==> src/rtl/lcdps_pkg.sv <==
package lcdps_pkg;
  typedef enum logic [1:0] {
    DS_OFF   = 2'd0,
    DS_ARMED = 2'd1,
    DS_ON    = 2'd2
  } disp_state_e;
endpackage

==> src/rtl/lcdps_stage.sv <==
// Generic on/off stage with gated enable, blocked disable and a lagging status.
module lcdps_stage (
  input  logic clk_i,
  input  logic rst_ni,
  input  logic on_i,
  input  logic off_i,
  input  logic allow_on_i,
  input  logic block_off_i,
  output logic en_o,
  output logic stat_o
);
  logic en_q, stat_q;

  always_ff @(posedge clk_i or negedge rst_ni) begin
    if (!rst_ni) begin
      en_q   <= 1'b0;
      stat_q <= 1'b0;
    end else begin
      stat_q <= en_q;
      if (off_i) begin
        if (!block_off_i) en_q <= 1'b0;
      end else if (on_i && allow_on_i) begin
        en_q <= 1'b1;
      end
    end
  end

  assign en_o   = en_q;
  assign stat_o = stat_q;
endmodule

==> src/rtl/lcdps_disp.sv <==
// Panel power stage with frame-counted guard time.
module lcdps_disp
  import lcdps_pkg::*;
#(
  parameter int GUARD_W = 4
) (
  input  logic               clk_i,
  input  logic               rst_ni,
  input  logic               on_i,
  input  logic               off_i,
  input  logic               allow_on_i,
  input  logic               tick_i,
  input  logic [GUARD_W-1:0] guard_i,
  output logic               disp_o,
  output logic               pending_o
);
  disp_state_e        st_q, st_d;
  logic [GUARD_W-1:0] cnt_q, cnt_d;

  always_comb begin
    st_d  = st_q;
    cnt_d = cnt_q;
    unique case (st_q)
      DS_OFF: begin
        if (on_i && !off_i && allow_on_i) begin
          st_d  = DS_ARMED;
          cnt_d = '0;
        end
      end
      DS_ARMED: begin
        if (off_i) begin
          st_d  = DS_OFF;
          cnt_d = '0;
        end else if (tick_i) begin
          // >= so a guard lowered mid-count still terminates
          if (cnt_q >= guard_i) begin
            st_d  = DS_ON;
            cnt_d = '0;
          end else begin
            cnt_d = cnt_q + 1'b1;
          end
        end
      end
      DS_ON: begin
        if (off_i) st_d = DS_OFF;
      end
      default: begin
        st_d  = DS_OFF;
        cnt_d = '0;
      end
    endcase
  end

  always_ff @(posedge clk_i or negedge rst_ni) begin
    if (!rst_ni) begin
      st_q  <= DS_OFF;
      cnt_q <= '0;
    end else begin
      st_q  <= st_d;
      cnt_q <= cnt_d;
    end
  end

  assign disp_o    = (st_q == DS_ON);
  assign pending_o = (st_q == DS_ARMED);
endmodule

==> src/rtl/lcd_pwr_seq.sv <==
module lcd_pwr_seq #(
  parameter int GUARD_W = 4
) (
  input  logic               clk_i,
  input  logic               rst_ni,
  input  logic               clk_on_i,
  input  logic               sync_on_i,
  input  logic               disp_on_i,
  input  logic               clk_off_i,
  input  logic               sync_off_i,
  input  logic               disp_off_i,
  input  logic [GUARD_W-1:0] guard_i,
  input  logic               frame_tick_i,
  output logic               pix_clk_en_o,
  output logic               sync_en_o,
  output logic               disp_o,
  output logic               stat_clk_o,
  output logic               stat_sync_o,
  output logic               stat_disp_o
);
  logic clk_en, clk_st, sync_en, sync_st, disp_on, disp_pend;

  lcdps_stage u_clk (
    .clk_i       (clk_i),
    .rst_ni      (rst_ni),
    .on_i        (clk_on_i),
    .off_i       (clk_off_i),
    .allow_on_i  (1'b1),
    .block_off_i (sync_en | sync_st),
    .en_o        (clk_en),
    .stat_o      (clk_st)
  );

  lcdps_stage u_sync (
    .clk_i       (clk_i),
    .rst_ni      (rst_ni),
    .on_i        (sync_on_i),
    .off_i       (sync_off_i),
    .allow_on_i  (clk_en & clk_st),
    .block_off_i (disp_on | disp_pend),
    .en_o        (sync_en),
    .stat_o      (sync_st)
  );

  lcdps_disp #(.GUARD_W(GUARD_W)) u_disp (
    .clk_i      (clk_i),
    .rst_ni     (rst_ni),
    .on_i       (disp_on_i),
    .off_i      (disp_off_i),
    .allow_on_i (sync_en & sync_st),
    .tick_i     (frame_tick_i),
    .guard_i    (guard_i),
    .disp_o     (disp_on),
    .pending_o  (disp_pend)
  );

  assign pix_clk_en_o = clk_en;
  assign stat_clk_o   = clk_st;
  assign sync_en_o    = sync_en;
  assign stat_sync_o  = sync_st;
  assign disp_o       = disp_on;
  assign stat_disp_o  = disp_on;
endmodule

==> config.mk <==
export PLATFORM = sky130hd
export DESIGN_NAME = lcd_pwr_seq
export DESIGN_NICKNAME = d
export VERILOG_FILES = /design/src/rtl/lcdps_pkg.sv /design/src/rtl/lcdps_stage.sv /design/src/rtl/lcdps_disp.sv /design/src/rtl/lcd_pwr_seq.sv
export SDC_FILE = /design/constraint.sdc
export NUM_CORES = 1
export LEC_CHECK = 0
export BUFFER_PORTS_ARGS = -buffer_cell sky130_fd_sc_hd__buf_2
export CAP_MARGIN = 20
export CORE_ASPECT_RATIO = 0.75
export CORE_UTILIZATION = 28
export CTS_CLUSTER_SIZE = 25
export DETAILED_ROUTE_END_ITERATION = 10
export HOLD_SLACK_MARGIN = 0.15
export PLACE_DENSITY = 0.47
export RECOVER_POWER = 25
export SYNTH_ARGS = -nofsm -noshare
export SYNTH_HDL_FRONTEND = slang
export SYNTH_HIERARCHICAL = 1
export SYNTH_SLANG_ARGS = --single-unit
export TNS_END_PERCENT = 100
==> constraint.sdc <==
create_clock -name clk_i -period 2.05 [get_ports clk_i]
set_input_delay 0.3075 -clock clk_i [delete_from_list [all_inputs] [get_ports clk_i]]
set_output_delay 0.3075 -clock clk_i [all_outputs]
set_load 0.005 [all_outputs]
==> results.md, run 1 <==
* Full die area at 0.00233 sq mm
* Compound-Gate Fraction of Synth Area at 0.155
* Setup CP Type: reg -> reg
* Rel. slew slack at 0.651
* CP Data Required Time at 2.25 ns
* Largest net degree at the start of global routing at 11
* CTS Sinks at 10
* Crit Path Max Fanout at 4
* Largest family of logic cells by synthesized area: simple AND/OR/NAND/NOR gates
* Mapped Nets at 75
* # setup viols final at 0
* GRT busiest layer: met2
* DRC viols at 0
* Layout Nets at 98
* First-pass GRT wire length at 1830 um
* R2r setup slk at roughly 0.21 ns
* Mux contribution to synthesized area at 0.0439
* Hold Slack at 0.213 ns
* Critical-path top delay cell: or4_1
* Mapped Cells at 57
* Initial DRT Pass Iterations at 5
* Die X at 55.4 um
* Chip Height at 42.0 um
* Stages on worst setup path at 6
* Outcome: finished clean
* Port buffer count at 18
* Worst R2R Path Depth at 6
* Synth warn at 6
* Rows at 14
* H-tree Lvls at 1
* CTS tree: built
* Register area share after synthesis at 0.418
* Syn avg cell area at 10.5 sq um
* F_max at between 500 and 600 MHz
* DR vias at 476
* Fraction of layout cells with a size suffix above 1 at 0.333
* Min-Delay Path Class: in -> reg
* Startpoint types: flip-flop
* Crit path time final at about 1.8 ns
* Initial antenna violation count at 0
* Root Buffer: clkbuf_4
* Worst slew pin tran at 0.523 ns
* Most common cell after layout, fill and taps aside: buf_2
* VDD IR max at 0.000277 V
* Gr usage total at 0.107
* Max incr delay on CP at slightly above 0.5 ns
* Final core occ at 0.368
* # diodes at 0
* Setup Buffers After CTS at 0
* Routing usage on met1 at 0.138
* R2r startpoint: u_disp/cnt_q[0]
* Synthesis-to-finish area growth at 24.1%
* Synth cell types at 29
* Vias in the first global route at 463
* Antenna Violating Nets Remaining at 0
* Synthesized area at 598 sq um
* Final wirelength at about 1000 um
* Final Max Slew Viols at 0
* CTS buffer count at 3
* Worst Hold Depth at 2
* Core area at a little over 0.002 sq mm
* Critical-path cell list: inv_1 -> ha_1 -> nor3b_1 -> o211ai_2 -> or4_1 -> nand3_1
* Final hold violation count at 0
* Worst Path Arrival at 2.04 ns
* RSZ-0062 raised after global routing: false
* Io pins at 19
* Worst reg2reg path endpoint: u_disp/cnt_q[3]
* Post-route clock period utilization at 0.900
* Post-Synth Adder-Cell Area at 0.105
* Final setup skew at 0.00563 ns
* Register bit total from synthesis at 10
* Cells resized by post-CTS repair at 0
* Reg clk slew, reported paths at 0.06 ns
* Xor and xnor area share after synthesis at 0
* GR Util met2 at 0.147
* Met3 global-route usage at 0.0679
* Synth Area in Simple Gates at 0.234
* Crit. End Element: flip-flop
* Hold-fix buffers, CTS at 1
* Initial Util at 0.297
* Area post-placement at 711 sq um
* P per Cell Area at 487 mW/mm^2
* CP Buf/Inv Count at 1
* WHS Endpoint: u_sync/en_o
* Initial DRC count at 7
* CP top delay family: simple AND/OR/NAND/NOR gates
* Max-cap violations at 0
* P_leak at about 0.39 nW
* Dpl hpwl at between 800 and 900 um
* Most frequent cells in the layout: 17 x buf_2, 10 x dfrtp_1, 5 x ha_1
* Setup TNS Final at 0 ns
* Vias/cell at 4.67
* Worst skew pair latency at 0.26 ns
* Post-route cell area at 742 sq um
* Gp weighted congestion at 0.708
* Gr ovfl total at 0
* Worst Min Path Start: sync_off_i
* Clk buf depth at 2
* Drt wl/cell at 10.1 um
-- how the worst max path moves through the flow --
stage                          from              end  slack (ns)
floorplan           u_disp/cnt_q[0]  u_disp/cnt_q[3]        0.31
global placement         guard_i[0]  u_disp/cnt_q[3]        0.22
detailed placement       guard_i[0]  u_disp/cnt_q[3]        0.22
CTS                 u_disp/cnt_q[0]  u_disp/cnt_q[3]        0.20
global route        u_disp/cnt_q[0]  u_disp/cnt_q[3]        0.05
finish              u_disp/cnt_q[0]  u_disp/cnt_q[3]        0.21
-- cells in the mapped netlist --
master | n | area [sq um]
nand3_1 | 3 | 15.0
mux2_2 | 1 | 11.3
ha_1 | 5 | 62.6
o211ai_2 | 1 | 12.5
dfrtp_1 | 10 | 250
nor2b_1 | 1 | 6.26
conb_1 | 1 | 3.75
mux2_4 | 1 | 15.0
o21bai_1 | 1 | 7.51
a21oi_1 | 4 | 20.0
a22o_2 | 1 | 10.0
nor3b_1 | 1 | 7.51
a22o_1 | 1 | 8.76
o21ai_0 | 2 | 10.0
or2_1 | 2 | 12.5
and2_1 | 1 | 6.26
or4_1 | 1 | 7.51
and2b_1 | 2 | 15.0
nand2_1 | 4 | 15.0
buf_4 | 1 | 7.51
a31oi_1 | 1 | 6.26
o211ai_1 | 1 | 7.51
and2_2 | 1 | 7.51
nand4bb_1 | 1 | 11.3
nor4b_4 | 1 | 23.8
nor3_1 | 1 | 5.00
o211a_1 | 1 | 10.0
nor2_1 | 2 | 7.51
inv_1 | 4 | 15.0
-- worst reg2reg max path, stage by stage (launching register included) --
cell	delay [ns]
dfrtp_1	0.39
inv_1	0.09
ha_1	0.23
nor3b_1	0.31
o211ai_2	0.17
or4_1	0.51
nand3_1	0.09
-- sequential cells by signal, indices dropped and copies added (netlist names) --
register / cells
u_disp/cnt_q: 4
u_sync/en_o: 1
u_clk/en_o: 1
u_disp/st_q: 2
u_clk/stat_o: 1
u_sync/stat_o: 1
-- cell families (layout without fill, tap and decap cells) --
logic type	after synthesis	after routing
simple gates	21	21
compound gates	13	13
flops	10	10
fa+ha+maj	5	5
buf+inv	5	26
mux	2	2
other cells	1	1
-- through the flow --
step	instances	power (W)	worst slack, ns
after floorplan	57	0.000217	0.312
after global placement	98	0.000239	0.223
after detailed placement	98	0.000239	0.219
after CTS	102	0.000371	0.199
after global routing	102	0.000383	0.0477
final	102	0.000362	0.205
-- report_power, final --
part	internal [W]	total, W	switching [W]
sequential	0.000201	0.000204	0.00000292
clock	0.0000674	0.000126	0.0000588
combinational	0.0000164	0.0000312	0.0000149
total	0.000285	0.000362	0.0000766
-- final cells by class --
class | count | area, sq um
Clock buffer | 3 | 22.5
Fill cell | 196 | 1270
Inverter | 4 | 15.0
Multi-Input combinational cell | 42 | 325
Sequential cell | 10 | 250
Tap cell | 24 | 30.0
Timing Repair Buffer | 19 | 98.8
-- routing by layer --
| layer | wire [um] | vias up |
|---|---|---|
| li1 | - | 246 |
| met5 | 0 | - |
| met3 | 52 | 0 |
| met2 | 407 | 12 |
| met1 | 567 | 218 |
| met4 | 0 | 0 |
Power figures use the tool's default switching activity.
==> run 2, diff against run 1 <==
--- a/config.mk
+++ b/config.mk
@@ -12,7 +12,7 @@
 export CTS_CLUSTER_SIZE = 25
 export DETAILED_ROUTE_END_ITERATION = 10
 export HOLD_SLACK_MARGIN = 0.15
-export PLACE_DENSITY = 0.47
+export PLACE_DENSITY = 0.49
 export RECOVER_POWER = 25
 export SYNTH_ARGS = -nofsm -noshare
 export SYNTH_HDL_FRONTEND = slang
==> constraint.sdc (replaced) <==
create_clock -name clk_i -period 1.6 [get_ports clk_i]
set_input_delay 0.24 -clock clk_i [delete_from_list [all_inputs] [get_ports clk_i]]
set_output_delay 0.24 -clock clk_i [all_outputs]
set_load 0.005 [all_outputs]
==> run 2 against run 1 <==
Net effect: sequential power increased by 28%; utilization grew 6.3 points; fmax up 15%; flip-flop and latch count unchanged; clock skew increased by 0.0016 ns; cell count up 13%; largest power group unchanged; setup slack worse by 0.21 ns; the flow now finishes with violations (DRC, setup timing); sequential share of layout area fell by 4.9 points; via count is 11% higher.
==> results.md, run 2 (synthesized netlist as in run 1, its figures left out) <==
* Place WS at -0.0389 ns (-0.258 ns)
* Area post-placement at 776 sq um (+9.2%)
* P_leak at 0.450 nW (+16%)
* Outcome: finished, violations left
* Initial DRT Pass Iterations at 6 (+1)
* First-pass GRT wire length at 2150 um (+18%)
* Min-Delay Path Class: in -> reg
* Biggest register: u_disp/cnt_q
* Worst Path Arrival at 1.81 ns (-0.23 ns)
* CP Data Required Time at 1.81 ns (-0.44 ns)
* Max incr delay on CP at 0.42 ns (-0.09 ns)
* Most common cell after layout, fill and taps aside: buf_2
* Final Max Slew Viols at 0 (unchanged)
* Gr usage total at 0.123 (+0.0164)
* Initial Util at 0.297 (unchanged)
* Post-route clock period utilization at 1.00 (+0.104)
* Largest regs: u_disp/cnt_q x4, u_disp/st_q x2
* Setup CP Type: reg -> reg
* Root Buffer: clkbuf_4
* Rows at 14 (unchanged)
* # setup viols final at 1 (+1)
* Most frequent cells in the layout: 17 x buf_2, 11 x buf_4, 10 x dfrtp_1
* Max reg flops at 4 (unchanged)
* H-tree Lvls at 1 (unchanged)
* Critical-path top delay cell: or4_1
* Gr ovfl total at 0 (unchanged)
* Pwr Total at 0.000490 W (+35%)
* DR vias at 528 (+11%)
* Core area at 0.00201 sq mm (unchanged)
* Synthesis-to-finish area growth at 45.2%
* # diodes at 0 (unchanged)
* Worst skew pair latency at 0.27 ns (about the same)
* CTS buffer count at 3 (unchanged)
* DRC viols at 2 (+2)
* CP Buf/Inv Count at 1 (unchanged)
* Largest net degree at the start of global routing at 11 (unchanged)
* Startpoint types: flip-flop
* VDD IR max at 0.000333 V (+20%)
* Initial antenna violation count at 0 (unchanged)
* Clk buf depth at 2 (unchanged)
* Port buffer count at 18 (unchanged)
* Final setup skew at 0.00724 ns (+0.00161 ns)
* Vias/cell at 4.59 (-1.6%)
* Rel. slew slack at 0.638 (-0.0135)
* Fraction of layout cells with a size suffix above 1 at 0.440 (+0.106)
* Crit Path Max Fanout at 4 (unchanged)
* Crit. End Element: flip-flop
* Reg clk slew, reported paths at 0.07 ns (about the same)
* Io pins at 19 (unchanged)
* CTS tree: built
* Final wirelength at 1300 um (+26%)
* Gp weighted congestion at 0.730 (+3.1%)
* Initial DRC count at 12 (+5)
* Layout Nets at 111 (+13%)
* P per Cell Area at 564 mW/mm^2 (+16%)
* Vias in the first global route at 501 (+8.2%)
* F_max at 623 MHz (+15%)
* Post-route cell area at 868 sq um (+17%)
* Chip Height at 42.0 um (unchanged)
* Drt wl/cell at 11.3 um (+12%)
* Worst slew pin tran at 0.543 ns (+0.0202 ns)
* Final hold violation count at 0 (unchanged)
* Hold Slack at 0.203 ns (-0.0103 ns)
* CP top delay family: simple AND/OR/NAND/NOR gates
* Full die area at 0.00233 sq mm (unchanged)
* Dpl hpwl at 927 um (+8.8%)
* Critical-path cell list: inv_2 -> ha_4 -> nor3b_4 -> o211ai_2 -> or4_1 -> nand3_1
* Crit path time final at 1.61 ns (-0.239 ns)
* Final setup margin at -0.00562 ns (-0.211 ns)
* CTS Sinks at 10 (unchanged)
* Antenna Violating Nets Remaining at 0 (unchanged)
* Die X at 55.4 um (unchanged)
* RSZ-0062 raised after global routing: true
* Failing checks: DRC, setup timing
* Max-cap violations at 0 (unchanged)
==> run 2: layout make-up <==
cell class | count | area (sq um)
Sequential cell | 10 | 250
Tap cell | 24 | 30.0
Inverter | 4 | 15.0
Clock buffer | 3 | 22.5
Fill cell | 221 | 1150
Timing Repair Buffer | 32 | 201
Multi-Input combinational cell | 42 | 349
==> run 2: metal layers <==
layer	up-vias	wire length, um	GRT usage
li1	272	-	-
met3	0	43	0.0494
met2	8	618	0.190
met4	0	0	0.0450
met1	248	634	0.156
met5	-	0	0
==> run 2: power breakdown <==
part	total (W)	internal, W	switching, W
registers	0.000261	0.000258	0.00000322
logic	0.0000543	0.0000298	0.0000245
clock network	0.000175	0.0000869	0.0000877
==> run 2: per-stage QoR <==
step            util  TNS (ns)  std cells
4_1_cts        0.428  -0.00613        114
3_5_place_dp   0.385   -0.0389        106
5_1_grt        0.431    -0.197        115
3_3_place_gp   0.385   -0.0249        106
2_1_floorplan      -         0         57
6_report       0.431  -0.00562        115
==> run 2: path summary, 6_finish.rpt <==
check                           startpoint               to  slack (ns)  depth (start not counted)
setup / recovery           u_disp/cnt_q[0]  u_disp/cnt_q[3]      -0.006                          6
hold / removal                  disp_off_i   u_disp/st_q[1]        0.20                          2
setup reg to reg           u_disp/cnt_q[0]  u_disp/cnt_q[3]      -0.006                          6
hold reg to reg                 u_clk/en_o     u_clk/stat_o        0.44                          0
max in group asynchronous           rst_ni  u_disp/cnt_q[1]        0.77                          2
min in group asynchronous           rst_ni      u_sync/en_o        0.47                          2
==> run 2: timing repair <==
action                                  in CTS  in global routing
resized for setup                            3                  2
setup buffers                                2                  1
pin swaps                                    2                  2
endpoints found under the setup margin       1                  6
hold endpoints to repair                    12                  0
hold buffers                                 3                  0
==> run 2: worst register-to-register path, stage by stage (launching register included) <==
cell	delay, ns
dfrtp_1	0.38
inv_2	0.08
ha_4	0.20
nor3b_4	0.22
o211ai_2	0.15
or4_1	0.42
nand3_1	0.10
